### src/rtl/spi_evt_pkg.sv
package spi_evt_pkg;

    // Bit layout of the event and mask words (software decodes these).
    localparam int WORD_W       = 32;
    localparam int FIELD_W      = 6;
    localparam int RXCNT_LSB    = 24;
    localparam int TXCNT_LSB    = 16;
    localparam int FLAG_LSB     = 8;   // bit 8: tx not-full, bit 9: rx not-empty
    localparam int NUM_FLAGS    = 2;
    localparam int FLAG_NF      = 0;
    localparam int FLAG_NE      = 1;

    typedef enum logic {
        FLG_IDLE = 1'b0,
        FLG_PEND = 1'b1
    } flg_state_e;

    typedef enum logic {
        SEL_EVENT = 1'b0,
        SEL_MASK  = 1'b1
    } reg_sel_e;

endpackage

### src/rtl/spi_evt_cond.sv
module spi_evt_cond #(
    parameter int CNT_W    = 6,
    parameter int TX_DEPTH = 32
) (
    input  logic             rx_push,
    input  logic [CNT_W-1:0] rx_level,
    input  logic             tx_pop,
    input  logic [CNT_W-1:0] tx_level,
    output logic             ne_set,
    output logic             nf_set
);
    localparam logic [CNT_W-1:0] TX_FULL = CNT_W'(TX_DEPTH);

    always_comb begin
        ne_set = rx_push || (rx_level != '0);
        nf_set = tx_pop  || (tx_level < TX_FULL);
    end
endmodule

### src/rtl/spi_evt_flag.sv
module spi_evt_flag
    import spi_evt_pkg::*;
(
    input  logic clk,
    input  logic rst_n,
    input  logic set_i,
    input  logic clr_i,
    output logic flag_o
);
    flg_state_e state_q, state_d;

    // state register
    always_ff @(posedge clk or negedge rst_n) begin
        if (!rst_n) state_q <= FLG_IDLE;
        else        state_q <= state_d;
    end

    // transitions: arm, hold, stick, ack
    always_comb begin
        state_d = state_q;
        unique case (state_q)
            FLG_IDLE: if (set_i && !clr_i) state_d = FLG_PEND;
            FLG_PEND: if (clr_i)           state_d = FLG_IDLE;
            default:                       state_d = FLG_IDLE;
        endcase
    end

    // outputs
    always_comb begin
        flag_o = (state_q == FLG_PEND);
    end
endmodule

### src/rtl/spi_evt_mask.sv
module spi_evt_mask
    import spi_evt_pkg::*;
(
    input  logic                 clk,
    input  logic                 rst_n,
    input  logic                 wr_i,
    input  logic [NUM_FLAGS-1:0] wdata_i,
    output logic [NUM_FLAGS-1:0] mask_o
);
    always_ff @(posedge clk or negedge rst_n) begin
        if (!rst_n)    mask_o <= '0;
        else if (wr_i) mask_o <= wdata_i;
    end
endmodule

### src/rtl/spi_fifo_evt_unit.sv
module spi_fifo_evt_unit
    import spi_evt_pkg::*;
#(
    parameter int CNT_W    = 6,
    parameter int TX_DEPTH = 32
) (
    input  logic                             clk,
    input  logic                             rst_n,
    input  logic                             rx_push,
    input  logic [CNT_W-1:0]                 rx_level,
    input  logic                             tx_pop,
    input  logic [CNT_W-1:0]                 tx_level,
    input  logic                             reg_wr,
    input  logic                             reg_sel,
    input  logic [FLAG_LSB+NUM_FLAGS-1:FLAG_LSB] reg_wdata,
    output logic [WORD_W-1:0]                event_word,
    output logic [WORD_W-1:0]                mask_word,
    output logic                             irq
);
    localparam int FLAG_MSB = FLAG_LSB + NUM_FLAGS - 1;

    logic                 ne_set, nf_set;
    logic [NUM_FLAGS-1:0] set_vec;
    logic [NUM_FLAGS-1:0] clr_vec;
    logic [NUM_FLAGS-1:0] flags;
    logic [NUM_FLAGS-1:0] mask_bits;
    logic                 evt_wr, msk_wr;

    assign evt_wr = reg_wr && (reg_sel == SEL_EVENT);
    assign msk_wr = reg_wr && (reg_sel == SEL_MASK);

    spi_evt_cond #(.CNT_W(CNT_W), .TX_DEPTH(TX_DEPTH)) u_cond (
        .rx_push (rx_push),
        .rx_level(rx_level),
        .tx_pop  (tx_pop),
        .tx_level(tx_level),
        .ne_set  (ne_set),
        .nf_set  (nf_set)
    );

    always_comb begin
        set_vec          = '0;
        set_vec[FLAG_NE] = ne_set;
        set_vec[FLAG_NF] = nf_set;
    end

    for (genvar i = 0; i < NUM_FLAGS; i++) begin : g_flag
        assign clr_vec[i] = evt_wr && reg_wdata[FLAG_LSB+i];
        spi_evt_flag u_flag (
            .clk   (clk),
            .rst_n (rst_n),
            .set_i (set_vec[i]),
            .clr_i (clr_vec[i]),
            .flag_o(flags[i])
        );
    end

    spi_evt_mask u_mask (
        .clk    (clk),
        .rst_n  (rst_n),
        .wr_i   (msk_wr),
        .wdata_i(reg_wdata),
        .mask_o (mask_bits)
    );

    always_comb begin
        event_word = '0;
        event_word[RXCNT_LSB +: FIELD_W] = FIELD_W'(rx_level);
        event_word[TXCNT_LSB +: FIELD_W] = FIELD_W'(tx_level);
        event_word[FLAG_MSB:FLAG_LSB]    = flags;
        mask_word = '0;
        mask_word[FLAG_MSB:FLAG_LSB]     = mask_bits;
        irq = |(flags & mask_bits);
    end
endmodule

### config.mk
export PLATFORM = sky130hd
export DESIGN_NAME = spi_fifo_evt_unit
export DESIGN_NICKNAME = d
export VERILOG_FILES = /design/src/rtl/spi_evt_pkg.sv /design/src/rtl/spi_evt_cond.sv /design/src/rtl/spi_evt_flag.sv /design/src/rtl/spi_evt_mask.sv /design/src/rtl/spi_fifo_evt_unit.sv
export SDC_FILE = /design/constraint.sdc
export NUM_CORES = 1
export LEC_CHECK = 0
export CORE_UTILIZATION = 25
export DETAILED_ROUTE_END_ITERATION = 7
export PLACE_DENSITY = 0.91
export RECOVER_POWER = 25
export SLEW_MARGIN = 25
export SYNTH_ARGS = -nofsm -noshare
export SYNTH_HDL_FRONTEND = slang
export SYNTH_SLANG_ARGS = --single-unit
### constraint.sdc
create_clock -name clk -period 1.02 [get_ports clk]
set_input_delay 0.153 -clock clk [delete_from_list [all_inputs] [get_ports clk]]
set_output_delay 0.153 -clock clk [all_outputs]
set_load 0.01 [all_outputs]
After elaboration in Yosys (flattened, before gate mapping) --
Cells that the tools add are included.
Operators by class: order comparisons 1, reduce and logical (&&, ||, !) cells 12, bitwise operators 4, multiplexer cells 6
Operator list (count):
- $logic_and 1x1->1 | 6
- $lt 6x6->1 const B | 1
- $reduce_bool 6->1 | 1
- $mux 1 | 4
- $pmux 1 s2 | 2
- $not 1->1 | 3
- $and 2x2->2 | 1
- $logic_not 1->1 | 2
- $logic_or 1x1->1 | 2
- $reduce_or 2->1 | 1
Storage, ports and cells: flip-flop bits (word level) 4, word-level logic and storage cells 26, input bits 20

Logic depth before layout (Yosys ltp) --
Gate-level depths: netlist of run 1.
depth in word-level cells 7, depth in mapped cells 2, mapped depth without buffers 2

Hierarchy --
Synthesis of run 1 repeated with hierarchy kept, for this count alone.
Unflattened totals: cell total of the unflattened synthesis 77, area total of the unflattened synthesis 650.6 µm²
Modules (own cells, without submodules):
- spi_fifo_evt_unit | cells an instance 65, seq. area each 0.0 µm², instances 1, area an instance 486.7 µm²
- spi_evt_mask | cells an instance 4, seq. area each 50.0 µm², instances 1, area an instance 72.6 µm²
- spi_evt_flag | cells an instance 2, seq. area each 25.0 µm², instances 2, area an instance 35.0 µm²
- spi_evt_cond | cells an instance 4, seq. area each 0.0 µm², instances 1, area an instance 21.3 µm²

Worst setup path before layout of run 1 --
OpenSTA, ideal clock, no wires.
kind register to output, from reg u_mask.mask_o[0], to out irq, cell stages (with the launch flop) 2, path buffers 0, arrival 0.673 ns, path slack 0.194 ns, cells stage by stage dfrtp_1 -> a22o_1
Between the ends: word-level cells in the longest chain between the ends 2
RTL lines:
- from (decl) | line spi_evt_mask.sv:8 | output logic [NUM_FLAGS-1:0] mask_o
- from (signal assigned) | line spi_evt_mask.sv:12 | else if (wr_i) mask_o <= wdata_i;
- $and 2x2->2 | line spi_fifo_evt_unit.sv:73 | irq = |(flags & mask_bits);
- $reduce_or 2->1 | line spi_fifo_evt_unit.sv:73
- to (decl) | line spi_fifo_evt_unit.sv:18 | output logic irq
Every way passes these cells.

Worst setup path in the final report of run 1 --
from reg g_flag[0].u_flag.state_q, to out irq
Between the ends: word-level cells in the longest chain between the ends 2
RTL lines:
- from (decl) | line spi_evt_flag.sv:10 | flg_state_e state_q, state_d;
- from (signal assigned) | line spi_evt_flag.sv:15 | else state_q <= state_d;
- $and 2x2->2 | line spi_fifo_evt_unit.sv:73
- $reduce_or 2->1 | line spi_fifo_evt_unit.sv:73
Every way passes these cells.

==> key figures, run 1 <==
Global route
  – First-pass GRT wire length: 1190 µm
  – Vias in the first global route: 303
  – Total grt overflow: 0
  – Initial antenna violation count: 0
  – Pin count of the biggest net entering global routing: 5
  – GRT Overall Usage: 6.55%

Synthesis
  – Synth warn: 0
  – EDFF count, synth: 0
  – Share of the synthesized area in the top cell type: 71.3%
  – Sequential share of the synthesized area: 15.3%
  – Number of distinct library cells after synthesis: 11
  – Top cells by area, synth: buf_4, dfrtp_1, mux2_4, nor4_1, a22o_1
  – Syn_area_per_cell: 8.48 µm²
  – Flops & latches, synth: 4
  – Most frequent cell after synthesis: buf_4
  – Cell count after synthesis: 77
  – Main synth FF type: dfrtp_1
  – Top cells by count, synth: buf_4, dfrtp_1, mux2_4, nor4_1
  – Mapped cell area: 653 µm²
  – Top cell type by total area after synthesis: buf_4
  – Ys async rst share: 100%

Timing
  – Worst hold slack: 0.115 ns
  – Clock skew: 0 ns
  – Unrepaired setup endpoints after global routing: yes
  – Slew Limit Fails: 0
  – Final setup violation count: 1
  – Final setup TNS: -0.0869 ns
  – Final Hold Viols: 0
  – Final Worst Setup Slack: -0.0869 ns
  – Peak Freq: 903 MHz
  – Fin crit share: 109%
  – Min Clock Period, post-route: 1.11 ns

Final layout
  – Nets: 119
  – Share of layout cells above drive strength 1: 26.8%
  – Diode count: 0
  – Non-filler cells, final: 127
  – Layout overhead on the synthesized area: 8.43%
  – Final Util: 28.6%
  – Post-route cell area: 708 µm²
  – Layout fillers: 266

Placed design
  – Cells after DPL: 123
  – I/O Buffers: 26
  – Post-DP Area: 699 µm²
  – Routability cong.: 0.531
  – Post-DP HPWL: 788 µm
  – Worst slack, placed: -0.324 ns

Worst setup path
  – Worst path arrival time: 0.95 ns
  – Worst Setup EP: irq
  – WS Path Type: reg -> out
  – Register-to-Register Path Depth: 3
  – CP Launch Point: g_flag[0].u_flag.flag_o$_DFF_PN0_
  – FF-to-FF End: u_mask.mask_o[1]$_DFFE_PN0P_
  – Crit Path Max Fanout: 2
  – Worst reg2reg startpoint: u_mask.mask_o[1]$_DFFE_PN0P_
  – Crit path launch type: flop
  – CP required: 0.87 ns
  – Reg2reg setup slack: 0.02 ns
  – CP endpoint kind: output port

Floorplanning
  – Site Rows: 18
  – Die X-Extent: 53.1 µm
  – Core Region: 2480 µm²
  – Die area: 2820 µm²
  – Die Y-Extent: 53.1 µm
  – I/O pin count: 85
  – Initial cell density of the core: 26.4%

Clocking
  – Clock sinks: 4
  – Clk_lat worst skew: 0.23 ns
  – Hold Buf Count CTS: 0
  – Reg clk slew, reported paths: 0.04 ns
  – H-tree Lvls: 1
  – Clock Path Buffers: 2
  – CTS tree: built
  – CTS buffer count: 3
  – Root Buffer: clkbuf_4

Route
  – Pre-Repair DR Iteration Count: 2
  – Top routing layer used: met4
  – Via count: 398
  – DRT iter0 DRCs: 3
  – Metal3 WL: 186 µm
  – Met2 wire len: 488 µm
  – Drt total wl: 933 µm
  – Vias per Instance: 3.13
  – DRC: 0
  – M1 WL: 225 µm
  – WL per Instance: 7.35 µm
  – Final ANT Viol Nets: 0

Pwr
  – Leakage: 0.383 nW
  – Pwr Total: 0.674 mW
  – PwrDens: 952 nW/µm²
  – Maximum VDD drop: 0.363 mV

Run status
  – Failing checks: negative setup slack
  – Status: finished with violations

Job
  – Max-Cap Viols: 0

Hold path
  – Hold Path Class: in -> async
power by group:
group          internal (mW)  switching (mW)  leakage, nW  total, mW
clock network          0.132          0.0666       0.0138      0.198
registers              0.175          0.0113       0.0427      0.187
logic                  0.140           0.149        0.326      0.289
state kept, by name, indices dropped and copies added, names as in the netlist:
| name | count |
|---|---|
| g_flag.u_flag.flag_o | 2 |
| u_mask.mask_o | 2 |
what timing repair did:
item / 4_1_cts / 5_1_grt
endpoints found under the setup margin: 12 / 11
setup buffers: 0 / 1
gates cloned: 0 / 0
pin swaps: 1 / 0
resized for setup: 44 / 9
cell type report:
cell class / instances / area (µm²) / area share, %
sequential: 4 / 100 / 14.1
timing repair buffer: 32 / 272 / 38.3
tap: 30 / 37.5 / 5.30
multi-input combinational: 58 / 277 / 39.0
clock buffer: 3 / 22.5 / 3.18
cell usage in the layout (no fill, tap or decap):
master / n
nand2_2: 1
buf_6: 5
a22o_1: 1
buf_4: 4
buf_2: 7
dfrtp_1: 4
clkbuf_4: 3
conb_1: 48
nor2b_1: 1
a21oi_1: 1
nor3b_1: 1
mux2_4: 2
clkbuf_2: 2
clkdlybuf4s50_1: 14
nor4_2: 2
a22oi_1: 1
worst min-delay path by stage:
stage                                              endpoint  slack (ns)  cells after the start
after floorplan           g_flag[0].u_flag.flag_o$_DFF_PN0_       -0.14                      0
after global placement                       event_word[17]        0.31                      0
after detailed placement                     event_word[17]        0.31                      0
after CTS                      u_mask.mask_o[1]$_DFFE_PN0P_        0.12                      1
after global routing      g_flag[0].u_flag.flag_o$_DFF_PN0_        0.13                      1
final                          u_mask.mask_o[1]$_DFFE_PN0P_        0.11                      1
critical path, cell delays in order, from the launching register on:
cell     delay [ns]
dfrtp_1        0.37
a22o_1         0.22
buf_2          0.13
metal layers:
metal | vias up | GRT usage [%]
met3 | 4 | 1.72
met5 | - | 0
met1 | 166 | 3.91
met4 | 0 | 9.21
li1 | 177 | -
met2 | 51 | 12.7
cell families after synthesis:
family,synth area share (%)
buf+inv,71.3
other cells,0.574
flops,15.3
compound gates,3.26
simple gates,4.98
mux,4.60
Power figures use the tool's default switching activity.
==> run 2, diff against run 1 <==
SYNTH_HIERARCHICAL = 1   (was default)
==> run 2 against run 1 <==
  * Worst setup slack lost 0.0061 ns
  * Flip-flop and latch count is the same
  * Clock skew is the same
  * Sequential share of layout area shrank 1.1 points
  * The run still ends with negative setup slack left
  * Critical path type unchanged
  * Design area grew 8.1%
  * Wire length grew 1.8%
  * Via count grew 0.25%
  * Largest cell class is now non-clock buffers
  * Cell count grew 3.1%
  * Register-to-register slack gained 0.10 ns
==> key figures, run 2 <==
Hold path
  – Hold Path Class: in -> async

Job
  – Max-Cap Viols: 0

Pwr
  – Share of power burned in combinational logic: 44.4%
  – Pwr Total: 0.677 mW
  – Net Switching: 0.223 mW
  – Clock power share: 28.3%
  – Leakage: 0.438 nW
  – PwrDens: 885 nW/µm²
  – Cell-internal power: 0.455 mW
  – Maximum VDD drop: 0.568 mV
  – Sw Share: 32.9%
  – Sequential Power Share: 27.3%

Timing
  – Final Hold Viols: 0
  – Unrepaired setup endpoints after global routing: yes
  – Final setup violation count: 2
  – Peak Freq: 898 MHz
  – Final Worst Setup Slack: -0.0930 ns
  – Slew Limit Fails: 0
  – Fin crit share: 109%
  – Min Clock Period, post-route: 1.11 ns
  – Clock skew: 0 ns

Clocking
  – CTS buffer count: 3
  – Root Buffer: clkbuf_4
  – Clk_lat worst skew: 0.23 ns
  – CTS tree: built
  – Clock Path Buffers: 2
  – H-tree Lvls: 1
  – Reg clk slew, reported paths: 0.04 ns
  – Clock sinks: 4

Synthesis
  – Synth warn: 6
  – Cell count after synthesis: 77
  – Top cells by count, synth: buf_4, dfrtp_1, and3b_1, mux2_2, o21ba_1
  – Flops & latches, synth: 4
  – Mapped cell area: 651 µm²
  – Number of distinct library cells after synthesis: 12
  – Sequential share of the synthesized area: 15.4%
  – Top cells by area, synth: buf_4, dfrtp_1, mux2_2, o21ba_1, and3b_1
  – Syn_area_per_cell: 8.45 µm²
  – EDFF count, synth: 0
  – Most frequent cell after synthesis: buf_4
  – Share of the synthesized area in the top cell type: 69.2%
  – Top cell type by total area after synthesis: buf_4
  – Ys async rst share: 100%
  – Main synth FF type: dfrtp_1

Floorplanning
  – Core Region: 2480 µm²
  – I/O pin count: 85
  – Die X-Extent: 53.0 µm
  – Die area: 2810 µm²
  – Site Rows: 18
  – Initial cell density of the core: 26.3%
  – Die Y-Extent: 53.0 µm

Route
  – Vias per Instance: 3.05
  – Via count: 399
  – Top routing layer used: met3
  – Drt total wl: 950 µm
  – Pre-Repair DR Iteration Count: 2
  – WL per Instance: 7.25 µm
  – Met2 wire len: 591 µm
  – Metal3 WL: 92 µm
  – M1 WL: 266 µm
  – DRC: 0
  – DRT iter0 DRCs: 1
  – Final ANT Viol Nets: 0

Final layout
  – Final Util: 30.9%
  – Layout overhead on the synthesized area: 17.7%
  – Nets: 123
  – Most frequent cells in the layout: conb_1, clkdlybuf4s50_1, buf_6
  – Most common library cell in the layout ignoring fill and taps: conb_1
  – Diode count: 0
  – Share of layout cells above drive strength 1: 27.7%
  – Non-filler cells, final: 131

Placed design
  – I/O Buffers: 26
  – Routability cong.: 0.639
  – Cells after DPL: 127
  – Post-DP HPWL: 819 µm

Worst setup path
  – Crit Path Max Fanout: 2
  – Register-to-Register Path Depth: 3
  – Worst path arrival time: 0.96 ns
  – CP required: 0.87 ns
  – CP endpoint kind: output port
  – Crit path launch type: flop
  – WS Path Type: reg -> out

Run status
  – Failing checks: negative setup slack
  – Status: finished with violations

Global route
  – Initial antenna violation count: 0
  – Vias in the first global route: 318
  – GRT Overall Usage: 6.91%
  – Pin count of the biggest net entering global routing: 5
  – First-pass GRT wire length: 1340 µm
  – Total grt overflow: 0
-- run 2: critical path, stage by stage (launching register included) --
cell	delay (ns)
dfrtp_1	0.37
a22o_1	0.22
buf_2	0.14
-- run 2: layout make-up --
class	count	area (µm²)
Clock buffer	3	22.5
Fill cell	278	1710
Multi-Input combinational cell	60	290
Sequential cell	4	100
Tap cell	30	37.5
Timing Repair Buffer	34	315
-- run 2: path summary, 6_finish.rpt --
check,from,endpoint,slack [ns]
max reg2reg,g_flag[0].u_flag/flag_o$_DFF_PN0_,g_flag[0].u_flag/flag_o$_DFF_PN0_,0.12
min reg2reg,g_flag[1].u_flag/flag_o$_DFF_PN0_,g_flag[1].u_flag/flag_o$_DFF_PN0_,0.59
max,g_flag[0].u_flag/flag_o$_DFF_PN0_,irq,-0.09
max in group asynchronous,rst_n,u_mask/mask_o[0]$_DFFE_PN0P_,0.71
min,rst_n,g_flag[1].u_flag/flag_o$_DFF_PN0_,0.13
min in group clk,rx_push,g_flag[1].u_flag/flag_o$_DFF_PN0_,0.30
-- run 2: cell families after synthesis --
kind of cell           count (synthesis)  synth area share, %
muxes                                  2                 3.46
AOI/OAI and AO/OA                      3                 4.42
buffers and inverters                 60                 69.2
DFF                                    4                 15.4
and+or+nand+nor                        7                 6.92
other                                  1                0.576
-- run 2: metal layers --
metal  GRT usage, %  vias up
met5              0        -
met4           4.82        0
met3           2.59        0
met2           13.5       35
met1           5.46      180
li1               -      184
-- run 2: timing repair --
action | CTS | global route
pin swaps | 3 | 4
resized for setup | 49 | 10
buffers inserted | 0 | 1
hold buffers | 0 | 0
setup endpoints to repair | 13 | 12
-- run 2: metrics by stage --
stage	worst slack [ns]	hold slack [ns]	setup TNS, ns	instance area [µm²]
after CTS	-0.113	0.127	-0.113	753
final	-0.0930	0.131	-0.171	766
after detailed placement	-0.318	0.306	-3.64	727
after global routing	-0.137	0.137	-0.304	766
after global placement	-0.327	0.306	-3.53	727
after floorplan	0.194	-0.143	0	827
-- run 2: power by group through the flow --
stage          logic, mW  registers (mW)  clock network, mW
6_report           0.301           0.185              0.192
5_1_grt            0.332           0.189              0.216
4_1_cts            0.294           0.185              0.202
3_5_place_dp       0.300           0.186                  0
3_3_place_gp       0.297           0.184                  0
2_1_floorplan      0.295           0.195                  0
==> run 3, diff against run 2 <==
CAP_MARGIN = 20   (was default)
CORE_MARGIN = 4   (was default)
==> run 3 against run 2 <==
  * First-iteration DRC count grew to 5.0 times the previous value
  * Largest power group unchanged
  * Hold slack better by 0.0032 ns
  * Sequential power hardly changed
  * Fmax is 0.25% higher
  * Clock skew stayed put
  * Critical endpoint unchanged
  * Global-route usage is 1.5 points lower
  * Core utilization is 1.7 points lower
  * Clock-buffer cell count stayed put
  * Flip-flop and latch count stayed put
  * Wire length is 11% higher
  * Cell count is 1.5% lower
  * The flow still finishes with violations (negative setup slack)
==> key figures, run 3 (synthesis results as in run 2) <==
Clocking
  – Post-CTS Setup Bufs: 0
  – Clock sinks: 4
  – CTS tree: built
  – H-tree Lvls: 1
  – Clk_lat worst skew: 0.23 ns
  – Clock Path Buffers: 2
  – Reg clk slew, reported paths: 0.03 ns
  – Root Buffer: clkbuf_4
  – CTS buffer count: 3

Pwr
  – Clock power share: 28.5%
  – PwrDens: 919 nW/µm²
  – Net Switching: 0.218 mW
  – Maximum VDD drop: 0.616 mV
  – Sequential Power Share: 27.7%
  – Cell-internal power: 0.447 mW
  – Leakage: 0.396 nW
  – Share of power burned in combinational logic: 43.8%
  – Sw Share: 32.8%

Worst setup path
  – CP endpoint kind: output port
  – Reg2reg setup slack: 0.15 ns
  – Worst path slowest cell: dfrtp_1
  – CP required: 0.87 ns
  – Worst path arrival time: 0.96 ns
  – CP max stage delay: 0.37 ns
  – WS Path Type: reg -> out
  – Crit path launch type: flop
  – FF-to-FF End: u_mask/mask_o[0]$_DFFE_PN0P_
  – Worst reg2reg startpoint: u_mask/mask_o[0]$_DFFE_PN0P_
  – CP cell instances: a22o_1 -> buf_2
  – Crit Path Max Fanout: 2
  – Register-to-Register Path Depth: 2

Placed design
  – Routability cong.: 0.693
  – Cells after DPL: 126
  – Worst slack, placed: -0.317 ns
  – I/O Buffers: 26
  – Post-DP HPWL: 1020 µm

Timing
  – Final setup violation count: 1
  – Final Hold Viols: 0
  – Fin crit share: 109%
  – Peak Freq: 901 MHz
  – Slew Limit Fails: 0
  – Clock skew: 0 ns
  – Final Worst Setup Slack: -0.0902 ns
  – Final setup TNS: -0.0902 ns
  – Min Clock Period, post-route: 1.11 ns
  – Unrepaired setup endpoints after global routing: yes

Run status
  – Failing checks: negative setup slack
  – Status: finished with violations

Final layout
  – Diode count: 0
  – Most frequent cells in the layout: conb_1, clkdlybuf4s50_1, buf_2
  – Share of layout cells above drive strength 1: 25.3%
  – Nets: 121
  – Most common library cell in the layout ignoring fill and taps: conb_1
  – Non-filler cells, final: 129
  – Layout overhead on the synthesized area: 11.3%
  – Final Util: 29.2%

Global route
  – Vias in the first global route: 321
  – GRT Overall Usage: 5.41%
  – Pin count of the biggest net entering global routing: 5
  – First-pass GRT wire length: 1370 µm
  – Initial antenna violation count: 0
  – Total grt overflow: 0

Route
  – DRC: 0
  – DRT iter0 DRCs: 5
  – WL per Instance: 8.20 µm
  – Drt total wl: 1060 µm
  – Via count: 381
  – Final ANT Viol Nets: 0
  – Pre-Repair DR Iteration Count: 3
  – Vias per Instance: 2.95

Hold path
  – Hold Path Class: in -> async

Job
  – Max-Cap Viols: 0

Floorplanning
  – Core Region: 2480 µm²
  – Initial cell density of the core: 26.3%
  – Die Y-Extent: 59.0 µm
  – Die area: 3480 µm²
  – Site Rows: 18
  – Die X-Extent: 59.0 µm
  – I/O pin count: 85
==> run 3: layer usage <==
layer / GRT usage (%) / wire length [µm]
met4: 3.24 / 9
met1: 4.77 / 242
met5: 0 / 0
met3: 3.05 / 177
met2: 9.46 / 628
==> run 3: area by class of cell <==
cell class	count	area [µm²]
Clock buffer	3	22.5
Fill cell	273	1750
Multi-Input combinational cell	60	285
Sequential cell	4	100
Tap cell	30	37.5
Timing Repair Buffer	32	279
==> run 3: worst max-delay path by stage <==
stage / startpoint / slack (ns) / end
2_1_floorplan: g_flag[0].u_flag/flag_o$_DFF_PN0_ / 0.19 / irq
3_3_place_gp: rx_level[3] / -0.31 / event_word[27]
3_5_place_dp: rx_level[0] / -0.32 / event_word[24]
4_1_cts: u_mask/mask_o[0]$_DFFE_PN0P_ / -0.10 / irq
5_1_grt: g_flag[0].u_flag/flag_o$_DFF_PN0_ / -0.13 / irq
6_report: g_flag[0].u_flag/flag_o$_DFF_PN0_ / -0.09 / irq
==> run 3: stage by stage <==
step | hold WS [ns] | power [mW] | instance area (µm²)
floorplan | -0.143 | 0.491 | 827
global placement | 0.306 | 0.481 | 719
detailed placement | 0.306 | 0.484 | 719
CTS | 0.132 | 0.675 | 737
global route | 0.130 | 0.734 | 724
finish | 0.135 | 0.666 | 724
==> run 3: power by group through the flow <==
stage | Clock (mW) | Sequential, mW | Combinational (mW)
2_1_floorplan | 0 | 0.195 | 0.295
3_3_place_gp | 0 | 0.185 | 0.296
3_5_place_dp | 0 | 0.185 | 0.298
4_1_cts | 0.201 | 0.183 | 0.290
5_1_grt | 0.232 | 0.186 | 0.316
6_report | 0.189 | 0.184 | 0.292
==> run 3: timing repair <==
| action | in CTS | in global routing |
|---|---|---|
| endpoints found under the setup margin | 13 | 9 |
| hold buffers | 0 | 0 |
| pin swaps | 3 | 1 |
| gates resized for setup | 50 | 5 |
==> run 3: worst max-delay path, delay by kind of cell (launching register included) <==
family	cells	cell delay (ns)
AO/OA/AOI/OAI	1	0.22
flip-flops	1	0.37
buffers and inverters	1	0.14
